===== config.mk =====
export PLATFORM = sky130hd
export DESIGN_NAME = pkt_link
export DESIGN_NICKNAME = d
export VERILOG_FILES = /design/src/rtl/pkt_link_pkg.sv /design/src/rtl/pkt_link_tx.sv /design/src/rtl/pkt_link_rx.sv /design/src/rtl/pkt_link.sv
export SDC_FILE = /design/constraint.sdc
export NUM_CORES = 1
export LEC_CHECK = 0
export BUFFER_PORTS_ARGS = -buffer_cell sky130_fd_sc_hd__buf_2
export CAP_MARGIN = 20
export CORE_MARGIN = 10
export CORE_UTILIZATION = 35
export CTS_CLUSTER_SIZE = 8
export DETAILED_ROUTE_END_ITERATION = 8
export PLACE_DENSITY_LB_ADDON = 0.08
export SETUP_SLACK_MARGIN = 0.2
export SLEW_MARGIN = 30
export SYNTH_ARGS = -nofsm -noshare
export SYNTH_HDL_FRONTEND = slang
export SYNTH_SLANG_ARGS = --single-unit
export TNS_END_PERCENT = 1

===== constraint.sdc =====
create_clock -name clk -period 1.9 [get_ports clk]
set_input_delay 0.095 -clock clk [delete_from_list [all_inputs] [get_ports clk]]
set_output_delay 0.095 -clock clk [all_outputs]
set_load 0.05 [all_outputs]

===== src/rtl/pkt_link_pkg.sv =====
package pkt_link_pkg;
   typedef enum logic [1:0] {
      TX_IDLE = 2'd0,
      TX_ADDR = 2'd1,
      TX_CMD  = 2'd2,
      TX_PAY  = 2'd3
   } tx_state_e;

   typedef enum logic [1:0] {
      RX_IDLE = 2'd0,
      RX_CMD  = 2'd1,
      RX_PAY  = 2'd2
   } rx_state_e;
endpackage


===== src/rtl/pkt_link_tx.sv =====
module pkt_link_tx
   import pkt_link_pkg::*;
#(
   parameter int WORD_W = 16,
   parameter int LEN_W  = 8
) (
   input  logic              clk,
   input  logic              rst_n,
   input  logic              req_valid,
   input  logic [WORD_W-1:0] req_addr,
   input  logic [WORD_W-1:0] req_cmd,
   output logic              busy,
   output logic              pay_take,
   input  logic [WORD_W-1:0] pay_word,
   output logic              link_sync,
   output logic [WORD_W-1:0] link_data
);
   localparam logic [LEN_W-1:0] LEN_ONE = LEN_W'(1);

   tx_state_e         st;
   logic [WORD_W-1:0] addr_q;
   logic [WORD_W-1:0] cmd_q;
   logic [LEN_W-1:0]  left_q;
   logic              accept;

   assign accept   = req_valid && (st == TX_IDLE);
   assign busy     = (st != TX_IDLE);
   assign pay_take = (st == TX_PAY);

   always_ff @(posedge clk) begin
      if (!rst_n) begin
         st        <= TX_IDLE;
         addr_q    <= '0;
         cmd_q     <= '0;
         left_q    <= '0;
         link_sync <= 1'b0;
         link_data <= '0;
      end else begin
         unique case (st)
            TX_IDLE: begin
               link_sync <= 1'b0;
               link_data <= '0;
               if (accept) begin
                  addr_q <= req_addr;
                  cmd_q  <= req_cmd;
                  st     <= TX_ADDR;
               end
            end
            TX_ADDR: begin
               link_sync <= 1'b1;
               link_data <= addr_q;
               left_q    <= cmd_q[LEN_W-1:0];
               st        <= TX_CMD;
            end
            TX_CMD: begin
               link_sync <= 1'b0;
               link_data <= cmd_q;
               st        <= (left_q == '0) ? TX_IDLE : TX_PAY;
            end
            TX_PAY: begin
               link_sync <= 1'b0;
               link_data <= pay_word;
               left_q    <= left_q - LEN_ONE;
               if (left_q == LEN_ONE) st <= TX_IDLE;
            end
            default: st <= TX_IDLE;
         endcase
      end
   end

   // an idle, non-accepting transmitter leaves the bus quiet
   p_idle_quiet_r1: assert property (@(posedge clk) disable iff (!rst_n)
      (!busy && !req_valid) |=> (!link_sync && link_data == '0));

   // sync never lasts more than one word
   p_sync_single_r2: assert property (@(posedge clk) disable iff (!rst_n)
      link_sync |=> !link_sync);

   // command word follows the sync word
   p_cmd_follows_r3: assert property (@(posedge clk) disable iff (!rst_n)
      link_sync |=> (link_data == cmd_q));

   // acceptance raises busy
   p_accept_busy_r5: assert property (@(posedge clk) disable iff (!rst_n)
      (req_valid && !busy) |=> busy);

   // payload is only pulled inside a packet
   p_take_in_pkt_r10: assert property (@(posedge clk) disable iff (!rst_n)
      pay_take |-> (busy && !link_sync));
endmodule


===== src/rtl/pkt_link_rx.sv =====
module pkt_link_rx
   import pkt_link_pkg::*;
#(
   parameter int WORD_W = 16,
   parameter int LEN_W  = 8,
   parameter bit IN_REG = 1'b0
) (
   input  logic              clk,
   input  logic              rst_n,
   input  logic              link_sync,
   input  logic [WORD_W-1:0] link_data,
   output logic              hdr_valid,
   output logic [WORD_W-1:0] hdr_addr,
   output logic [WORD_W-1:0] hdr_cmd,
   output logic              data_valid,
   output logic [WORD_W-1:0] data_word,
   output logic              data_last,
   output logic              frame_error
);
   localparam logic [LEN_W-1:0] LEN_ONE = LEN_W'(1);

   logic              s_sync;
   logic [WORD_W-1:0] s_data;

   generate
      if (IN_REG) begin : g_in_reg
         always_ff @(posedge clk) begin
            if (!rst_n) begin
               s_sync <= 1'b0;
               s_data <= '0;
            end else begin
               s_sync <= link_sync;
               s_data <= link_data;
            end
         end
      end else begin : g_in_direct
         assign s_sync = link_sync;
         assign s_data = link_data;
      end
   endgenerate

   rx_state_e         st;
   logic [WORD_W-1:0] addr_hold;
   logic [LEN_W-1:0]  left_q;
   logic [LEN_W-1:0]  len_in;

   assign len_in = s_data[LEN_W-1:0];

   always_ff @(posedge clk) begin
      if (!rst_n) begin
         st          <= RX_IDLE;
         addr_hold   <= '0;
         left_q      <= '0;
         hdr_valid   <= 1'b0;
         hdr_addr    <= '0;
         hdr_cmd     <= '0;
         data_valid  <= 1'b0;
         data_word   <= '0;
         data_last   <= 1'b0;
         frame_error <= 1'b0;
      end else begin
         hdr_valid   <= 1'b0;
         data_valid  <= 1'b0;
         data_last   <= 1'b0;
         frame_error <= 1'b0;
         if (s_sync) begin
            frame_error <= (st != RX_IDLE);
            addr_hold   <= s_data;
            st          <= RX_CMD;
         end else begin
            unique case (st)
               RX_IDLE: ;
               RX_CMD: begin
                  hdr_valid <= 1'b1;
                  hdr_addr  <= addr_hold;
                  hdr_cmd   <= s_data;
                  left_q    <= len_in;
                  st        <= (len_in == '0) ? RX_IDLE : RX_PAY;
               end
               RX_PAY: begin
                  data_valid <= 1'b1;
                  data_word  <= s_data;
                  data_last  <= (left_q == LEN_ONE);
                  left_q     <= left_q - LEN_ONE;
                  if (left_q == LEN_ONE) st <= RX_IDLE;
               end
               default: st <= RX_IDLE;
            endcase
         end
      end
   end

   // last marker only rides on a valid word
   p_last_valid_r7: assert property (@(posedge clk) disable iff (!rst_n)
      data_last |-> data_valid);

   // header and payload strobes never coincide
   p_hdr_excl_r6: assert property (@(posedge clk) disable iff (!rst_n)
      hdr_valid |-> !data_valid);

   // an abort cycle emits no word and no last
   p_err_no_word_r8: assert property (@(posedge clk) disable iff (!rst_n)
      frame_error |-> (!data_valid && !data_last && !hdr_valid));

   // an idle receiver without sync stays silent
   p_idle_silent_r9: assert property (@(posedge clk) disable iff (!rst_n)
      (st == RX_IDLE && !s_sync) |=> (!hdr_valid && !data_valid && !frame_error));
endmodule


===== src/rtl/pkt_link.sv =====
module pkt_link #(
   parameter int WORD_W    = 16,
   parameter int LEN_W     = 8,
   parameter bit RX_IN_REG = 1'b0
) (
   input  logic              clk,
   input  logic              rst_n,
   input  logic              req_valid,
   input  logic [WORD_W-1:0] req_addr,
   input  logic [WORD_W-1:0] req_cmd,
   output logic              busy,
   output logic              pay_take,
   input  logic [WORD_W-1:0] pay_word,
   output logic              link_sync_o,
   output logic [WORD_W-1:0] link_data_o,
   input  logic              link_sync_i,
   input  logic [WORD_W-1:0] link_data_i,
   output logic              hdr_valid,
   output logic [WORD_W-1:0] hdr_addr,
   output logic [WORD_W-1:0] hdr_cmd,
   output logic              data_valid,
   output logic [WORD_W-1:0] data_word,
   output logic              data_last,
   output logic              frame_error
);
   generate
      if (LEN_W < 1 || LEN_W > WORD_W) begin : g_bad_len
         $error("pkt_link: LEN_W must lie in 1..WORD_W");
      end
      if (WORD_W < 2) begin : g_bad_word
         $error("pkt_link: WORD_W too small");
      end
   endgenerate

   pkt_link_tx #(.WORD_W(WORD_W), .LEN_W(LEN_W)) u_tx (
      .clk       (clk),
      .rst_n     (rst_n),
      .req_valid (req_valid),
      .req_addr  (req_addr),
      .req_cmd   (req_cmd),
      .busy      (busy),
      .pay_take  (pay_take),
      .pay_word  (pay_word),
      .link_sync (link_sync_o),
      .link_data (link_data_o)
   );

   pkt_link_rx #(.WORD_W(WORD_W), .LEN_W(LEN_W), .IN_REG(RX_IN_REG)) u_rx (
      .clk         (clk),
      .rst_n       (rst_n),
      .link_sync   (link_sync_i),
      .link_data   (link_data_i),
      .hdr_valid   (hdr_valid),
      .hdr_addr    (hdr_addr),
      .hdr_cmd     (hdr_cmd),
      .data_valid  (data_valid),
      .data_word   (data_word),
      .data_last   (data_last),
      .frame_error (frame_error)
   );
endmodule


==> impl_metrics.ini, run 1 <==
[yosys]
synth_edf_count = 0
synth_xor_area_share_pct = 0
yosys.area_share.simple_pct = 22.0
synthAdderAreaFrac_pct = 1.52
synth_nets = 743
ys_ff_latch = 137
yosysWarningCount = 0
synthMuxAreaShare_pct = 6.12
synth_cell_types = 48
synth_top_family_by_area = simple AND/OR/NAND/NOR gates
synth-async-reset-ratio_pct = 0
yosysSeqAreaShare_pct = 47.7
synthFlopType = dfxtp_1
synth_compound_area_share_pct = 16.1
syn_area_um2 = 5750
synthCells = 668
syn_avg_cell_area_um2 = 8.60

[sta]
period_share_pct = 86.7
tightest_slew_ns = 0.960
final.min_clock_period_ns = 1.65
report.final.slew_viol_count = 0
max_clock_freq_mhz = 607
final-hold-violation-count = 0
hold_ws_ns = 0.0246
finalSetupTns_ns = 0
fin_worst_skew_ns = 0.00672
slew_headroom_pct = 36.0
setup_viol = 0
grt_setup_unrepaired = true

[clock_tree]
clock_path_buffers = 2
ctsHtreeMaxLevel = 4
postCtsSetupBuffers = 0
clockRootBuffer = clkbuf_16
clk_latency_ns = 0.41
cts_made_buffers = 17
cts_tree = done
cts_sinks = 137
path_clk_slew_ns = 0.06

[grt]
first_global_vias = 5330
grt_pass1_wl_um = 27500
antenna_found_initial = 0
grt_max_degree = 71
grt.total_usage_pct = 15.3
overflow = 0

[critical_path]
crit_type = reg2out
critical_path.max_stage_delay_ns = 0.39
worst_ep_arrival_time_ns = 1.55
crit_fanout = 17
critPathRequiredTime_ns = 1.80
cpMaxStageDelayCell = dfxtp_2
critical_path.cell_chain = buf_12, inv_1, nor2_1, buf_4
cp-end-kind = output pin
cp-start-kind = flop

[finish]
fillers = 1633
layoutNonFillerInstCount = 1068
final_cell_mix = 144 x nand2_1, 137 x buf_2, 136 x dfxtp_1, 88 x a21oi_1, 66 x nor2_1
area_growth_pct = 31.6
layout-drive-gt1-share_pct = 29.9
antenna_cells = 0
nets = 914
utilization_pct = 47.3
layout_commonest_cell = nand2_1

[floorplan]
die_h_um = 148
initial_utilization_pct = 35.9
row_count = 46
die_w_um = 148
die-area_um2 = 21900
core_area_um2 = 16000
io_pins = 139

[power]
netSwitchingPower_mw = 2.06
power_frac_clock_pct = 41.3
seqPwrFrac_pct = 43.4
p_total_mw = 7.16
leakage_nw = 3.11
p_int_mw = 5.10
p_sw_share_pct = 28.8
powerDensity_nw_per_um2 = 947
p_comb_share_pct = 15.3
ir_drop_v = 0.000741

[drt]
first_iter_violations = 313
totalWireLength_um = 16800
vias = 5126
routedWlPerCell_um = 15.8
drc = 0
drt-pass1-iter-count = 4
vias_per_cell = 4.80
detail-route-antenna-nets = 0

[placed_design]
dp_hpwl_um = 11500
placed_cells = 987
port_buffers = 138
routabilityCongestion = 0.805

[hold_path]
hold_path_class = in2reg

[run_status]
status = completed

[flow_run]
maxCapViolations = 0
-- per-layer routing --
metal | vias to the layer above | wire length, µm | track usage [%]
met5 | - | 0 | 0
met4 | 0 | 187 | 4.61
met3 | 14 | 1140 | 5.37
met2 | 141 | 8070 | 25.6
met1 | 2404 | 7440 | 18.0
li1 | 2567 | - | -
-- critical path, delay by kind of cell, from the launching register on --
family,cells,cell delay (ns)
buffers and inverters,3,0.55
flip-flops,1,0.39
AND/OR/NAND/NOR,1,0.19
-- path summary, 6_finish.rpt --
path                             startpoint                            end  slack, ns  cells after the start
max                 u_tx.st[0]$_SDFFE_PN0P_                       pay_take       0.25                      4
min                             link_sync_i        u_rx.st[1]$_SDFFE_PP0P_       0.02                      2
max reg2reg         u_tx.st[0]$_SDFFE_PN0P_     u_tx.cmd_q[1]$_SDFFE_PN0P_       0.27                      4
min reg2reg  u_rx.addr_hold[5]$_SDFFE_PN0P_  u_rx.hdr_addr[5]$_SDFFE_PN0P_       0.45                      2
-- repair_timing --
action / 4_1_cts / 5_1_grt
hold endpoints to repair: 72 / 0
resized for setup: 2 / 1
hold buffers: 48 / 0
endpoints found under the setup margin: 18 / 28
gates cloned: 1 / 0
-- synthesized netlist by cell type, types with 2 or more instances --
library cell,instances,share of area [%]
nand2_1,144,9.4
clkbuf_1,7,0.46
a211oi_1,3,0.39
a221oi_1,2,0.30
buf_2,25,2.2
nand2b_1,7,0.76
dfxtp_1,137,48
buf_6,8,1.6
nor3b_2,2,0.44
inv_1,9,0.59
o21ai_1,4,0.35
buf_12,3,1.0
a21oi_2,30,4.6
o22ai_1,2,0.22
ha_1,7,1.5
o211ai_1,2,0.26
nor3_1,5,0.44
nand3b_1,3,0.39
a21oi_1,88,7.7
nor2_1,66,4.3
and3_1,3,0.33
nor2b_1,6,0.65
nor4_1,4,0.44
o21ai_0,9,0.78
mux2i_1,34,5.9
nand3_1,3,0.26
nor3b_1,2,0.26
nand2_2,30,3.3
buf_4,4,0.52
-- flip-flops by register name (all words and copies together), names as in the netlist --
name	cells
u_rx.addr_hold	16
u_rx.data_word	16
u_rx.hdr_addr	16
u_rx.hdr_cmd	16
u_tx.addr_q	16
u_tx.cmd_q	16
u_tx.link_data	16
u_rx.left_q	8
u_tx.left_q	8
u_rx.st	2
u_tx.st	2
u_rx.data_last	1
u_rx.data_valid	1
u_rx.frame_error	1
u_rx.hdr_valid	1
u_tx.link_sync	1
-- logic make-up after synthesis --
family	after synthesis
AOI/OAI and AO/OA	150
DFF	137
muxes	35
and+or+nand+nor	281
buffers and inverters	58
adders and majority gates	7
-- power groups by stage --
stage	combinational, mW	sequential, mW	clock, mW
floorplan	0.640	3.27	0
global placement	0.994	3.16	0
detailed placement	1.01	3.17	0
CTS	1.11	3.11	3.03
global route	1.20	3.13	3.18
finish	1.10	3.11	2.96
-- metrics by stage --
step,worst slack [ns],cell area [µm²]
after floorplan,0.323,5750
after global placement,0.254,6510
after detailed placement,0.179,6510
after CTS,0.164,7560
after global routing,0.109,7560
final,0.252,7560
-- layout make-up --
cell class,count,area [µm²],area share [%]
inverter,11,46.3,0.612
clock buffer,18,429,5.67
clock inverter,14,104,1.37
tap,216,270,3.57
timing repair buffer,199,1330,17.6
multi-input combinational,473,2640,34.9
sequential,137,2740,36.3
Power figures use the tool's default switching activity.
==> run 2: changes to the inputs <==
--- a/config.mk
+++ b/config.mk
@@ -16,5 +16,6 @@
 export SLEW_MARGIN = 30
 export SYNTH_ARGS = -nofsm -noshare
 export SYNTH_HDL_FRONTEND = slang
+export SYNTH_HIERARCHICAL = 1
 export SYNTH_SLANG_ARGS = --single-unit
 export TNS_END_PERCENT = 1
==> run 2 against run 1 <==
Net effect: critical path depth grew 2; non-clock buffer count up 2; via count is 2.9% lower; final area is 1.3% higher; sequential power grew 2%; synthesized area is 2.1% lower.
==> impl_metrics.ini, run 2 <==
[yosys]
yosys.cell_count.top_type = nand2_1
yosysSeqAreaShare_pct = 48.7
syn_area_um2 = 5630
synth_cell_types = 53
synth_area_leaders = dfxtp_1 49%, nand2_1 12%, a21boi_0 6.9%, mux2i_1 4.1%, a21oi_1 3.4%
syn_avg_cell_area_um2 = 8.75
synthFlopType = dfxtp_1
yosysWarningCount = 6
synth-async-reset-ratio_pct = 0
synth_top_cell_by_area = dfxtp_1
yosys-top-cells-count = 175 x nand2_1, 137 x dfxtp_1, 52 x a21boi_0
ys_ff_latch = 137
synth_edf_count = 0
synth_nets = 718
synthDominantCellAreaShare_pct = 48.7
synthCells = 643

[grt]
use_met1_pct = 17.8
antenna_found_initial = 0
overflow = 0
grt.total_usage_pct = 15.3
first_global_vias = 5140
grt_busiest_layer = met2
grt_max_degree = 34
grt_use_met2_pct = 25.8
grtUsageMet3_pct = 4.55
grt_pass1_wl_um = 26800

[drt]
routedWlPerCell_um = 15.7
vias = 4979
totalWireLength_um = 16400
vias_per_cell = 4.77
first_iter_violations = 237
detail-route-antenna-nets = 0
drc = 0
drt-pass1-iter-count = 4

[clock_tree]
postCtsSetupBuffers = 0
path_clk_slew_ns = 0.06
clk_latency_ns = 0.42
clockRootBuffer = clkbuf_16
cts_sinks = 137
clock_path_buffers = 2
ctsHtreeMaxLevel = 4
cts_tree = done
cts_made_buffers = 17

[sta]
report.final.slew_viol_count = 0
hold_ws_ns = 0.0109
tightest_slew_ns = 0.739
final-hold-violation-count = 0
fin_worst_skew_ns = 0.00648
period_share_pct = 85.5
finalSetupTns_ns = 0
final.min_clock_period_ns = 1.62
grt_setup_unrepaired = true
setup_viol = 0
slew_headroom_pct = 50.8
max_clock_freq_mhz = 616
setup_slack_ns = 0.276

[placed_design]
dp_slack_ns = 0.281
port_buffers = 138
dp_hpwl_um = 11300
routabilityCongestion = 0.802

[hold_path]
hold_path_class = in2reg

[floorplan]
io_pins = 139
row_count = 46
die-area_um2 = 21500
die_w_um = 147
die_h_um = 147
core_area_um2 = 15800
initial_utilization_pct = 35.5

[run_status]
status = completed

[finish]
fillers = 1501
final_cell_mix = 175 x nand2_1, 137 x buf_2, 135 x dfxtp_1, 52 x a21boi_0, 44 x dlygate4sd3_1
area_growth_pct = 36.2
utilization_pct = 48.4
layout-drive-gt1-share_pct = 26.4
layout_commonest_cell = nand2_1
nets = 890
antenna_cells = 0

[critical_path]
crit_fanout = 4
cp-end-kind = flop
critPathRequiredTime_ns = 2.20
cp-start-kind = flop
crit_type = reg2reg
worst_ep_arrival_time_ns = 1.93

[flow_run]
maxCapViolations = 0

[power]
leakage_nw = 3.21
ir_drop_v = 0.000683
powerDensity_nw_per_um2 = 1060
==> run 2: cell count changes in the layout (fill, tap and decap cells not counted), sizes merged, moves of 5 or more <==
cell    delta
a21oi     -80
nor2      -47
nor2b     +16
mux2i     -11
a21boi    +52
o21ai      -5
a22oi     +19
mux2      +15
buf        +7
==> run 2: layer usage <==
layer / wire (µm) / part of all wire, %
met5: 0 / 0
met4: 223 / 1.4
met3: 938 / 5.7
met2: 7960 / 49
met1: 7270 / 44
==> run 2: cell families after synthesis <==
group | Yosys count | share of synthesized area, %
and+or+nand+nor | 258 | 20.7
muxes | 39 | 7.29
buffers and inverters | 60 | 4.43
AOI/OAI and AO/OA | 142 | 17.2
adders and majority gates | 7 | 1.56
DFF | 137 | 48.7
==> run 2: where the power goes <==
group / leakage [nW] / internal (mW) / switching, mW
combinational: 1.79 / 0.564 / 0.862
clock: 0.307 / 2.24 / 1.30
sequential: 1.12 / 3.06 / 0.122
==> run 2: through the flow <==
step | cell area [µm²] | power (mW) | std cells
3_3_place_gp | 6580 | 4.58 | 968
3_5_place_dp | 6580 | 4.60 | 968
6_report | 7660 | 8.15 | 1044
5_1_grt | 7660 | 8.51 | 1044
4_1_cts | 7660 | 8.23 | 1044
2_1_floorplan | 5630 | 4.16 | 643
==> run 2: final cells by class <==
cell class / instances / area, µm² / share of cell area, %
multi-input cells: 446 / 2640 / 34.5
clock inverters: 14 / 194 / 2.53
inverters: 12 / 45.0 / 0.588
clock buffers: 18 / 439 / 5.73
well taps: 216 / 270 / 3.53
flip-flops and latches: 137 / 2750 / 35.8
repair buffers: 201 / 1330 / 17.3
==> run 2: worst max-delay path, cell delays in order, from the launching register on <==
cell and delay (ns):
dfxtp_1 0.33, inv_1 0.09, ha_1 0.14, or4b_1 0.50, o22ai_2 0.19, nor3b_1 0.07
o22a_1 0.19
==> run 2: worst paths after layout <==
check / start / to / slack [ns] / cells after the start
min: link_data_i[3] / u_rx/hdr_cmd[3]$_SDFFE_PN0P_ / 0.01 / 3
max reg2reg: u_rx/left_q[1]$_SDFFE_PN0P_ / u_rx/st[1]$_SDFFE_PP0P_ / 0.28 / 6
max: u_rx/left_q[1]$_SDFFE_PN0P_ / u_rx/st[1]$_SDFFE_PP0P_ / 0.28 / 6
min reg2reg: u_tx/addr_q[7]$_SDFFE_PN0P_ / u_tx/addr_q[7]$_SDFFE_PN0P_ / 0.46 / 2
==> run 2: what timing repair did <==
| action | CTS | global route |
|---|---|---|
| resized for setup | 2 | 1 |
| pin swaps | 0 | 0 |
| hold buffers | 44 | 0 |
| setup endpoints to repair | 1 | 4 |
| hold endpoints to repair | 62 | 0 |
==> run 3: changes to the inputs <==
==> constraint.sdc (replaced) <==
create_clock -name clk -period 1.7 [get_ports clk]
set_input_delay 0.085 -clock clk [delete_from_list [all_inputs] [get_ports clk]]
set_output_delay 0.085 -clock clk [all_outputs]
set_load 0.05 [all_outputs]
==> run 3 against run 2 <==
Net effect: sequential cell count unchanged; worst hold slack better by 0.0012 ns; largest cell class unchanged; sequential share of layout area down 0.53 points; combinational power up 17%; critical endpoint is now u_tx/left_q[6]$_SDFFE_PN0P_; final area up 1.8%; die area unchanged.
==> impl_metrics.ini, run 3 (synthesis results as in run 2) <==
[run_status]
status = completed

[hold_path]
hold_path_class = in2reg

[critical_path]
worst_ep_arrival_time_ns = 1.90
critical_path.max_stage_delay_ns = 0.57
crit_type = reg2reg
critPathRequiredTime_ns = 2.04
crit_fanout = 5
critPathBufInv = 0
cp-end-kind = flop
cp-start-kind = flop
cpMaxStageDelayCell = or4_4
cp_top_family = simple AND/OR/NAND/NOR gates
crit_top_cell = or4_4
critical_path.cell_chain = or4_4, or4_4, o211ai_1

[finish]
nets = 903
final_cell_mix = 175 x nand2_1, 136 x buf_2, 130 x dfxtp_1, 52 x a21boi_0, 45 x dlygate4sd3_1
layout_commonest_cell = nand2_1
layout-drive-gt1-share_pct = 29.1
fillers = 1543
seqCellArea_um2 = 2750
antenna_cells = 0
multi_input_area_um2 = 2700
area_growth_pct = 38.6
fin_area_um2 = 7800

[floorplan]
io_pins = 139
die-area_um2 = 21500
die_w_um = 147
initial_utilization_pct = 35.5
row_count = 46
die_h_um = 147
core_area_um2 = 15800

[clock_tree]
cts_made_buffers = 17
cts_tree = done
cts_sinks = 137
clockRootBuffer = clkbuf_16
ctsHtreeMaxLevel = 4
clock_path_buffers = 2
clk_latency_ns = 0.42
path_clk_slew_ns = 0.06

[grt]
grt_max_degree = 38
overflow = 0
antenna_found_initial = 0
first_global_vias = 5190
grt.total_usage_pct = 15.3
grt_pass1_wl_um = 27100

[sta]
final.min_clock_period_ns = 1.56
setup_viol = 0
final-hold-violation-count = 0
finalSetupTns_ns = 0
report.final.slew_viol_count = 0
period_share_pct = 91.5
max_clock_freq_mhz = 643
grt_setup_unrepaired = true
fin_worst_skew_ns = 0.00803
slew_headroom_pct = 75.3
tightest_slew_ns = 0.367

[power]
ir_drop_v = 0.000710
leakage_nw = 3.27
powerDensity_nw_per_um2 = 1160

[placed_design]
postPlaceCellArea_um2 = 6640
routabilityCongestion = 0.789
port_buffers = 138
dp_hpwl_um = 11700

[drt]
detail-route-antenna-nets = 0
first_iter_violations = 245
vias_per_cell = 4.78
drc = 0
routedWlPerCell_um = 15.8
drt-pass1-iter-count = 6
totalWireLength_um = 16700
vias = 5051

[flow_run]
maxCapViolations = 0
==> run 3: cell count changes in the layout (fill, tap and decap cells not counted), sizes merged <==
cell,before,now
clkbuf,18,22
clkinv,5,3
bufinv,4,3
dlygate4sd3,44,45
buf,157,169
inv,15,13
clkinvlp,2,3
==> run 3: what timing repair did <==
action,in CTS,in global routing
setup buffers,1,0
gates resized for setup,8,16
pin swaps,1,2
endpoints found under the setup margin,15,44
hold buffers,45,0
hold endpoints to repair,62,0
==> run 3: metal layers <==
metal,GRT usage [%],vias to the layer above,part of all wire (%)
li1,-,2548,-
met1,18.2,2355,45
met2,25.3,129,48
met3,4.88,19,5.8
met4,5.56,0,1.7
met5,0,-,0
==> run 3: metrics by stage <==
step | worst slack, ns | util (%) | cells | total power, mW | hold slack, ns
3_5_place_dp | 0.0986 | 42.0 | 979 | 5.17 | 0.331
6_report | 0.145 | 49.3 | 1057 | 9.09 | 0.0120
2_1_floorplan | 0.186 | - | 643 | 4.65 | 0.221
4_1_cts | 0.119 | 48.9 | 1057 | 9.16 | 0.00117
3_3_place_gp | 0.154 | 42.0 | 979 | 5.16 | 0.325
5_1_grt | 0.112 | 49.3 | 1057 | 9.51 | 0.0151
==> run 3: area by class of cell <==
cell class | instances | area share (%)
multi-input cells | 446 | 34.6
repair buffers | 214 | 18.0
clock inverters | 10 | 1.80
inverters | 12 | 0.577
well taps | 216 | 3.46
clock buffers | 22 | 6.21
flip-flops and latches | 137 | 35.3
==> run 3: worst paths after layout <==
path	from	end	depth (start not counted)	slack [ns]
worst max-delay path	u_tx/left_q[4]$_SDFFE_PN0P_	u_tx/left_q[6]$_SDFFE_PN0P_	3	0.14
worst min register to register	u_tx/cmd_q[11]$_SDFFE_PN0P_	u_tx/cmd_q[11]$_SDFFE_PN0P_	2	0.45
worst max register to register	u_tx/left_q[4]$_SDFFE_PN0P_	u_tx/left_q[6]$_SDFFE_PN0P_	3	0.14
worst min-delay path	link_data_i[6]	u_rx/hdr_cmd[6]$_SDFFE_PN0P_	3	0.01
==> run 3: worst register-to-register path: cells and delay by family (launching register included) <==
family | cells | cell delay [ns]
flip-flops | 1 | 0.32
AO/OA/AOI/OAI | 1 | 0.10
AND/OR/NAND/NOR | 2 | 1.06
==> run 3: where the power goes <==
group          switching, mW  leakage (nW)  internal, mW
Combinational          0.970          1.85         0.696
Sequential             0.151          1.12          3.42
Clock                   1.38         0.299          2.46
Total                   2.50          3.27          6.58
